### src/rtl/booth_pkg.sv
package booth_pkg;

  // Strobes handed from the recoder to the datapath, one record per row.
  typedef struct packed {
    logic selOne;   // take the multiplicand once
    logic selTwo;   // take the multiplicand shifted left by one
    logic negate;   // invert the row and inject +1 at its weight
  } boothSel_t;

endpackage

### src/rtl/booth_recoder.sv
module booth_recoder
  import booth_pkg::*;
#(
  parameter int N = 16
) (
  input  logic [N-1:0]                  mulX,
  output boothSel_t [N/2-1:0]           selVec
);

  localparam int ROWS = N / 2;

  // Multiplier with an implied zero below bit 0.
  logic [N:0] xExt;
  assign xExt = {mulX, 1'b0};

  for (genvar i = 0; i < ROWS; i++) begin : g_window
    logic [2:0] grp;
    boothSel_t  sel;

    assign grp = xExt[2*i+2 : 2*i];

    always_comb begin
      sel = '0;
      unique case (grp)
        3'b000, 3'b111: sel = '0;
        3'b001, 3'b010: sel = '{selOne: 1'b1, selTwo: 1'b0, negate: 1'b0};
        3'b011:         sel = '{selOne: 1'b0, selTwo: 1'b1, negate: 1'b0};
        3'b100:         sel = '{selOne: 1'b0, selTwo: 1'b1, negate: 1'b1};
        default:        sel = '{selOne: 1'b1, selTwo: 1'b0, negate: 1'b1};
      endcase

      // a window picks one magnitude at most
      p_one_magnitude_r4: assert (!(sel.selOne && sel.selTwo))
        else $error("window %0d selects both magnitudes", i);
      // a negated row always carries a nonzero magnitude
      p_neg_nonzero_r5: assert (!sel.negate || sel.selOne || sel.selTwo)
        else $error("window %0d negates a zero row", i);
    end

    assign selVec[i] = sel;
  end

endmodule

### src/rtl/booth_csa_row.sv
module booth_csa_row #(
  parameter int W = 32
) (
  input  logic [W-1:0] inA,
  input  logic [W-1:0] inB,
  input  logic [W-1:0] inC,
  output logic [W-1:0] sumOut,
  output logic [W-1:0] carryOut
);

  logic [W-1:0] maj;

  always_comb begin
    sumOut   = inA ^ inB ^ inC;
    maj      = (inA & inB) | (inA & inC) | (inB & inC);
    carryOut = {maj[W-2:0], 1'b0};

    // the compressor keeps the modular sum of its inputs
    p_csa_keeps_sum_r7: assert (W'(sumOut + carryOut) == W'(inA + inB + inC))
      else $error("3:2 stage lost its sum");
  end

endmodule

### src/rtl/booth_datapath.sv
module booth_datapath
  import booth_pkg::*;
#(
  parameter int N = 16
) (
  input  logic [N-1:0]        mulY,
  input  boothSel_t [N/2-1:0] selVec,
  output logic [2*N-1:0]      product
);

  localparam int ROWS   = N / 2;
  localparam int W      = 2 * N;
  localparam int WORDS  = ROWS + 2;      // rows, +1 injection word, sign constant
  localparam int STAGES = WORDS - 2;

  // Sum of -2^(N+2i) over all rows: replaces every row's sign extension.
  function automatic logic [W-1:0] signConst();
    logic [W-1:0] acc;
    acc = '0;
    for (int i = 0; i < ROWS; i++) begin
      acc = acc - (W'(1) << (N + 2 * i));
    end
    return acc;
  endfunction

  localparam logic [W-1:0] SIGN_K = signConst();

  // yExt[j+1] is y[j] for j in 0..N (with y[N] = y[N-1]); yExt[j] is y[j-1].
  logic [N+1:0] yExt;
  assign yExt = {mulY[N-1], mulY, 1'b0};

  logic [WORDS-1:0][W-1:0] words;
  logic [ROWS-1:0]         negBits;

  for (genvar i = 0; i < ROWS; i++) begin : g_row
    logic [N:0]   ppBits;
    logic [W-1:0] rowWord;

    always_comb begin
      for (int j = 0; j <= N; j++) begin
        ppBits[j] = ((selVec[i].selOne & yExt[j+1]) |
                     (selVec[i].selTwo & yExt[j])) ^ selVec[i].negate;
      end
      rowWord = '0;
      rowWord[2*i +: N] = ppBits[N-1:0];
      rowWord[2*i + N]  = ~ppBits[N];

      // an empty row is all copies of its negate flag
      p_zero_row_r8: assert (selVec[i].selOne || selVec[i].selTwo ||
                             ppBits == {(N+1){selVec[i].negate}})
        else $error("row %0d not flat with no magnitude", i);
    end

    assign words[i]   = rowWord;
    assign negBits[i] = selVec[i].negate;
  end

  // Injection word: each row's +1 sits at bit 2i.
  logic [W-1:0] injWord;
  always_comb begin
    injWord = '0;
    for (int i = 0; i < ROWS; i++) begin
      injWord[2*i] = negBits[i];
    end
  end

  assign words[ROWS]     = injWord;
  assign words[ROWS + 1] = SIGN_K;

  // Linear carry-save chain: WORDS-2 stages.
  logic [STAGES-1:0][W-1:0] sumV;
  logic [STAGES-1:0][W-1:0] carV;

  for (genvar s = 0; s < STAGES; s++) begin : g_csa
    if (s == 0) begin : g_first
      booth_csa_row #(.W(W)) i_csa (
        .inA      (words[0]),
        .inB      (words[1]),
        .inC      (words[2]),
        .sumOut   (sumV[s]),
        .carryOut (carV[s])
      );
    end else begin : g_next
      booth_csa_row #(.W(W)) i_csa (
        .inA      (sumV[s-1]),
        .inB      (carV[s-1]),
        .inC      (words[s+2]),
        .sumOut   (sumV[s]),
        .carryOut (carV[s])
      );
    end
  end

  // Final carry-propagate add; the carry past bit W-1 is discarded.
  assign product = sumV[STAGES-1] + carV[STAGES-1];

endmodule

### src/rtl/booth_mul.sv
module booth_mul
  import booth_pkg::*;
#(
  parameter int N = 16
) (
  input  logic [N-1:0]   opMultiplier,
  input  logic [N-1:0]   opMultiplicand,
  output logic [2*N-1:0] product
);

  localparam int ROWS = N / 2;

  boothSel_t [ROWS-1:0] selVec;

  booth_recoder #(.N(N)) i_recoder (
    .mulX   (opMultiplier),
    .selVec (selVec)
  );

  booth_datapath #(.N(N)) i_datapath (
    .mulY    (opMultiplicand),
    .selVec  (selVec),
    .product (product)
  );

endmodule

### config.mk
export PLATFORM = sky130hd
export DESIGN_NAME = booth_mul
export DESIGN_NICKNAME = d
export VERILOG_FILES = /design/src/rtl/booth_pkg.sv /design/src/rtl/booth_recoder.sv /design/src/rtl/booth_csa_row.sv /design/src/rtl/booth_datapath.sv /design/src/rtl/booth_mul.sv
export SDC_FILE = /design/constraint.sdc
export NUM_CORES = 1
export LEC_CHECK = 0
export ABC_CLOCK_PERIOD_IN_PS = 10700
export BUFFER_PORTS_ARGS = -buffer_cell sky130_fd_sc_hd__buf_4
export CAP_MARGIN = 20
export CORE_UTILIZATION = 45
export DETAILED_ROUTE_END_ITERATION = 8
export PLACE_DENSITY_LB_ADDON = 0.25
export REMOVE_ABC_BUFFERS = 1
export SLEW_MARGIN = 20
export SYNTH_ARGS = -nofsm -noshare
export SYNTH_HDL_FRONTEND = slang
export SYNTH_SLANG_ARGS = --single-unit
### constraint.sdc
create_clock -name vclk -period 10.7
set_clock_uncertainty 0.2 [all_clocks]
set_input_delay 0.535 -clock vclk [all_inputs]
set_output_delay 0.535 -clock vclk [all_outputs]
set_load 0.02 [all_outputs]
==> results.ini, run 1 <==
[timing]
fin_crit_ns=8.27
worst_pin_slew_ns=1.09
setup-violations-final=0
period_share=0.773
slew_violations=0
rsz0062_at_grt=false
fmax_mhz=121
fin_setup_tns_ns=0
finalHoldViolCount=0
maxSlewHeadroom=0.274

[clock_network]
cts-resized-gates=0
cts_post_setup_buffers_inserted=0
cts_hold_buffers=0

[grt]
grt_pass1_vias=6600
grt_max_degree=28
grt_usage=0.219
gr-total-overflow=0
grt_pass1_wl_um=33300
antenna_found_initial=0

[floorplan]
die_y_um=137
dieArea_mm2=0.0188
num_rows=49
core_mm2=0.0179
start_util=0.459
die_w_um=137
io_pins=64

[placed_design]
portBuffers=64
finalWeightedCongestion=0.902
dpl.hpwl_um=16400

[cells_and_area]
utilization=0.483
clkbuf_count=0
regArea_um2=0
nFlopsAndLatches=0
layout.nets=1278
antenna_cells=0
layout-drive-gt1-share=0.0857
area_growth_pct=5.26

[detailed_routing]
routed_via_density=5.73
vias=7331
drtIter0Drc=549
final_antenna_net_count=0
first_pass_iters=5
routed_wirelength_um=20600
drc=0
wire_per_inst_um=16.1

[logic_synthesis]
post_synth_num_cell_types=55
synth.most_common_cell=inv_1
yosysWarnings=0
synthCells=1080
synthesis.area_per_instance_um2=7.60
synth_top_area_cell=fa_1
synthTopCellsByCount=inv_1, nor2_1, ha_1
ys_seq_area_frac=0
synth.top_cell.area_share=0.212
yosys-top-cells-area=fa_1, ha_1, xor2_1, xnor2_1, inv_1
syn_area_mm2=0.00821

[worst_setup_path]
worstSetupEndpointType=output port
crit_path_max_fanout=25
cp.arrival_ns=7.54
critPathKind=in2out
required_ns=9.97
cp-start-kind=input port

[run]
cap_viol_max_count=0

[min_path]
min_path_type=in2out

[outcome]
status=finished clean

## layer usage
metal	GRT usage	routed length [um]	up-vias	part of all wire
met2	0.360	9710	180	0.47
met5	0	0	-	0
met3	0.00519	951	4	0.046
met1	0.332	9940	3598	0.48
li1	-	-	3549	-
met4	0.0122	45	0	0.0022
## worst max-delay path: stages
cell,delay (ns)
buf_4,0.28
nand2_1,0.14
nor2_1,0.69
a22oi_1,0.19
o21ai_0,0.18
fa_1,0.47
inv_1,0.08
fa_1,0.43
fa_1,0.47
fa_1,0.49
inv_1,0.05
fa_1,0.49
inv_1,0.05
fa_1,0.48
inv_1,0.04
ha_1,0.26
inv_1,0.04
ha_1,0.27
inv_1,0.04
ha_1,0.38
a21oi_1,0.25
o21ai_0,0.15
a211oi_2,0.25
o211ai_2,0.21
a311oi_2,0.30
xnor2_1,0.14
buf_4,0.16
## cell type report
type                            instances  area, um2
Tap cell                              229        287
Timing Repair Buffer                   70        526
Multi-Input combinational cell        835       7290
Inverter                              145        544
Fill cell                            1866       9260
## metrics by stage
| step | std cells | hold slack (ns) | setup WS [ns] | cell area (um2) |
|---|---|---|---|---|
| 2_1_floorplan | 980 | 1.06 | 3.13 | 7810 |
| 3_3_place_gp | 1279 | 1.41 | 2.43 | 8620 |
| 3_5_place_dp | 1279 | 1.41 | 2.42 | 8620 |
| 4_1_cts | 1279 | 1.41 | 2.41 | 8620 |
| 5_1_grt | 1279 | 1.42 | 1.99 | 8640 |
| 6_report | 1279 | 1.41 | 2.43 | 8640 |
## worst paths after layout
check	startpoint	end	cells after the start
worst min-delay path	opMultiplicand[0]	product[0]	3
worst max-delay path	opMultiplier[3]	product[27]	27
## cell usage in the layout, fill, tap and decap left out, types with 7 or more instances in the layout
cell type / Yosys / routed
a211oi_1: 34 / 34
a21o_1: 10 / 10
a21oi_1: 27 / 27
a221oi_1: 16 / 16
a22o_1: 12 / 12
a22oi_1: 46 / 46
and2_1: 7 / 7
buf_4: 2 / 70
fa_1: 87 / 87
ha_1: 107 / 107
inv_1: 145 / 145
mux2i_1: 21 / 21
nand2_1: 56 / 56
nand3_1: 8 / 8
nor2_1: 125 / 124
o21ai_0: 54 / 54
o21ai_1: 8 / 8
o221ai_1: 11 / 11
xnor2_1: 70 / 70
xor2_1: 71 / 69
## cell families after synthesis
family          after synthesis  synth area share
buf+inv                     245             0.115
fa+ha+maj                   194             0.375
xor+xnor                    141             0.150
mux                          21            0.0256
simple gates                227             0.118
compound gates              252             0.216
Power of run 1 is not shown: default switching activity piles up to over one toggle a cycle in this logic, so the estimate is an artifact.
==> run 2: changes to the inputs <==
Settings changed: ABC_CLOCK_PERIOD_IN_PS 10700 to 7670.
Clock period 10.7 ns to 7.67 ns, I/O delays scaled along.
==> run 2 against run 1 <==
Net effect:
- worst hold slack worse by 0.31 ns
- non-clock buffer count increased by 16
- core utilization up 1.1 points
==> results.ini, run 2 (synthesis results as in run 1) <==
[worst_setup_path]
cp_cell_sequence=buf_4 -> nor2b_1 -> buf_4 -> a22o_1 -> fa_1 -> inv_1 -> fa_1 -> fa_1 -> fa_1 -> fa_1 -> inv_1 -> ha_1 -> inv_1 -> fa_1 -> inv_1 -> ha_1 -> ha_2 -> nand3_1 -> or2_1 -> o21a_1 -> o211ai_4 -> a311oi_2 -> xnor2_1 -> buf_4
crit_slowest_cell=fa_1
critPathKind=in2out
crit_top_cell=fa_1
cpPeakStageDelay_ns=0.51
cp.arrival_ns=6.81
crit_path_max_fanout=12
cp-start-kind=input port
worstSetupEndpointType=output port
required_ns=7.09

[detailed_routing]
routed_wirelength_um=20200
first_pass_iters=8
drtIter0Drc=455
drc=0
vias=7334
final_antenna_net_count=0
wire_per_inst_um=15.6
routed_via_density=5.66

[timing]
fmax_mhz=135
slew_violations=0
layout_setup_ws_ns=0.281
maxSlewHeadroom=0.331
finalHoldViolCount=0
hold_ws_ns=1.11
fin_crit_ns=7.39
worst_pin_slew_ns=0.996
setup-violations-final=0
period_share=0.963

[cells_and_area]
utilization=0.494
nFlopsAndLatches=0
mostFrequentLayoutCells=inv_1, nor2_1, ha_1, fa_1, buf_4
final_area_mm2=0.00884
antenna_cells=0
multi_input_area_mm2=0.00736
area_growth_pct=7.70
nFillCells=1812
regArea_um2=0
layout.nets=1294
clkbuf_count=0
final_common_cell=inv_1
layout-drive-gt1-share=0.113

[floorplan]
num_rows=49
io_pins=64
core_mm2=0.0179
start_util=0.459
die_w_um=137
die_y_um=137
dieArea_mm2=0.0188

[placed_design]
portBuffers=64
finalWeightedCongestion=0.881
dp_slack_ns=0.0937
postPlaceCellArea_mm2=0.00874
dpl.hpwl_um=16400

[run]
cap_viol_max_count=0

[outcome]
status=finished clean

[grt]
grt_use_met3=0.000370
met1_usage=0.317
antenna_found_initial=0
grt_pass1_vias=6514
grt_usage=0.211
grt_max_degree=28
grt_pass1_wl_um=32400
grt.met2_usage=0.356
busiest_layer=met2
gr-total-overflow=0

[min_path]
min_path_type=in2out

[clock_network]
cts_hold_buffers=0
cts_post_setup_buffers_inserted=0

[run 2: critical path: cells and delay by family]
family                     cells  cell delay, ns
adders and majority gates      9            3.77
and+or+nand+nor                3            0.90
buffers and inverters          7            0.80
AOI/OAI and AO/OA              4            0.80
xor gates and xnor gates       1            0.15
[run 2: metrics by stage]
| stage | std cells | TNS [ns] |
|---|---|---|
| CTS | 1295 | 0 |
| global route | 1295 | -0.0478 |
| detailed placement | 1295 | 0 |
| global placement | 1295 | 0 |
| floorplan | 980 | 0 |
| finish | 1295 | 0 |
[run 2: final timing paths]
check | startpoint | to | cells past startpoint
min | opMultiplicand[0] | product[0] | 3
max | opMultiplier[0] | product[27] | 24
[run 2: what timing repair did]
action / 4_1_cts / 5_1_grt
setup endpoints to repair: 0 / 13
gates resized for setup: 0 / 32
endpoints found under the hold margin: 0 / 0
[run 2: layout make-up]
cell class | instances | share of cell area
repair buffers | 86 | 0.0734
multi-input cells | 835 | 0.833
inverters | 145 | 0.0616
well taps | 229 | 0.0324
[run 2: per-layer routing]
layer  routed length (um)  vias to the layer above
li1                     -                     3583
met1                 9660                     3598
met2                 9690                      145
met3                  735                        8
met4                   95                        0
met5                    0                        -
Power of run 2 is left out for the same reason.
==> run 3: changes to the inputs <==
Settings changed: CELL_PAD_IN_SITES_DETAIL_PLACEMENT set to 0, CELL_PAD_IN_SITES_GLOBAL_PLACEMENT set to 1.
==> run 3 against run 2 <==
Net effect:
- sequential share of layout area stayed put
- flip-flop and latch count unchanged
- non-clock buffer count decreased by 1
- clock-buffer cell count did not move
- global-route usage up 0.87 points
- final cell count about the same
- critical path depth down 1
- critical endpoint unchanged
- wire length grew 1.4%
- core utilization down 0.34 points
- via count shrank 1.4%
- worst setup slack improved by 0.073 ns
==> results.ini, run 3 (synthesis results as in run 1) <==
[grt]
grt_pass1_vias=6627
gr-total-overflow=0
grt_pass1_wl_um=33700
grt_usage=0.220
grt_max_degree=28
antenna_found_initial=0

[timing]
period_share=0.954
worst_pin_slew_ns=1.01
layout_setup_ws_ns=0.354
rsz0062_at_grt=false
setup-violations-final=0
fin_crit_ns=7.32
finalHoldViolCount=0
fin_setup_tns_ns=0
maxSlewHeadroom=0.323
slew_violations=0
fmax_mhz=137

[detailed_routing]
drc=0
drtIter0Drc=431
vias=7233
routed_wirelength_um=20500
final_antenna_net_count=0
wire_per_inst_um=15.8
routed_via_density=5.59
first_pass_iters=5

[cells_and_area]
nFlopsAndLatches=0
final_area_mm2=0.00878
mostFrequentLayoutCells=inv_1, nor2_1, ha_1, fa_1, buf_4
nFillCells=1823
clkbuf_count=0
area_growth_pct=6.95
regArea_um2=0
layout-drive-gt1-share=0.104
final_common_cell=inv_1
antenna_cells=0
layout.nets=1293
final_cells=1294

[placed_design]
dp.cells=1294
postPlaceCellArea_mm2=0.00874
portBuffers=64
dp_slack_ns=0.131
dpl.hpwl_um=16700
finalWeightedCongestion=0.888

[worst_setup_path]
critPathKind=in2out
crit_path_max_fanout=15
cp-start-kind=input port
worstSetupEndpointType=output port
cp.arrival_ns=6.73
required_ns=7.09

[clock_network]
cts_post_setup_buffers_inserted=0
cts_hold_buffers=0

[min_path]
min_path_type=in2out

[floorplan]
core_mm2=0.0179
start_util=0.459
die_y_um=137
dieArea_mm2=0.0188
num_rows=49
die_w_um=137
io_pins=64

[outcome]
status=finished clean

[run]
cap_viol_max_count=0

==> run 3: metrics by stage <==
step | hold WS (ns) | utilization
after floorplan | 0.758 | -
after global placement | 1.10 | 0.488
after detailed placement | 1.10 | 0.488
after CTS | 1.10 | 0.488
after global routing | 1.13 | 0.490
final | 1.10 | 0.490
==> run 3: worst max-delay path, stage by stage <==
cell and delay, ns:
buf_4 0.15, or3b_4 0.48, o21ai_0 0.33, fa_1 0.47
inv_1 0.08, fa_1 0.43, fa_1 0.54, fa_1 0.44
fa_1 0.49, inv_1 0.04, ha_1 0.26, inv_1 0.05
fa_1 0.49, inv_1 0.04, ha_1 0.27, ha_1 0.37
nand3_1 0.14, or2_1 0.25, o21a_1 0.18, o211ai_2 0.34
a311oi_2 0.17, xnor2_1 0.16, buf_4 0.16
==> run 3: what timing repair did <==
| action | CTS | global route |
|---|---|---|
| endpoints found under the setup margin | 0 | 12 |
| endpoints found under the hold margin | 0 | 0 |
| resized for setup | 0 | 15 |
==> run 3: final timing paths <==
check,startpoint,end,cells after the start
setup / recovery,opMultiplier[3],product[27],23
hold / removal,opMultiplicand[0],product[0],3
==> run 3: per-layer routing <==
layer | up-vias | global-route usage | part of all wire
li1 | 3587 | - | -
met5 | - | 0 | 0
met2 | 125 | 0.377 | 0.48
met1 | 3521 | 0.325 | 0.49
met3 | 0 | 0.00370 | 0.029
met4 | 0 | 0.00183 | 0
==> run 3: cell type report <==
class              instances  area [um2]  area share
well taps                229         287      0.0326
repair buffers            85         642      0.0731
inverters                145         544      0.0620
multi-input cells        835        7310       0.832
Power of run 3 is left out for the same reason.
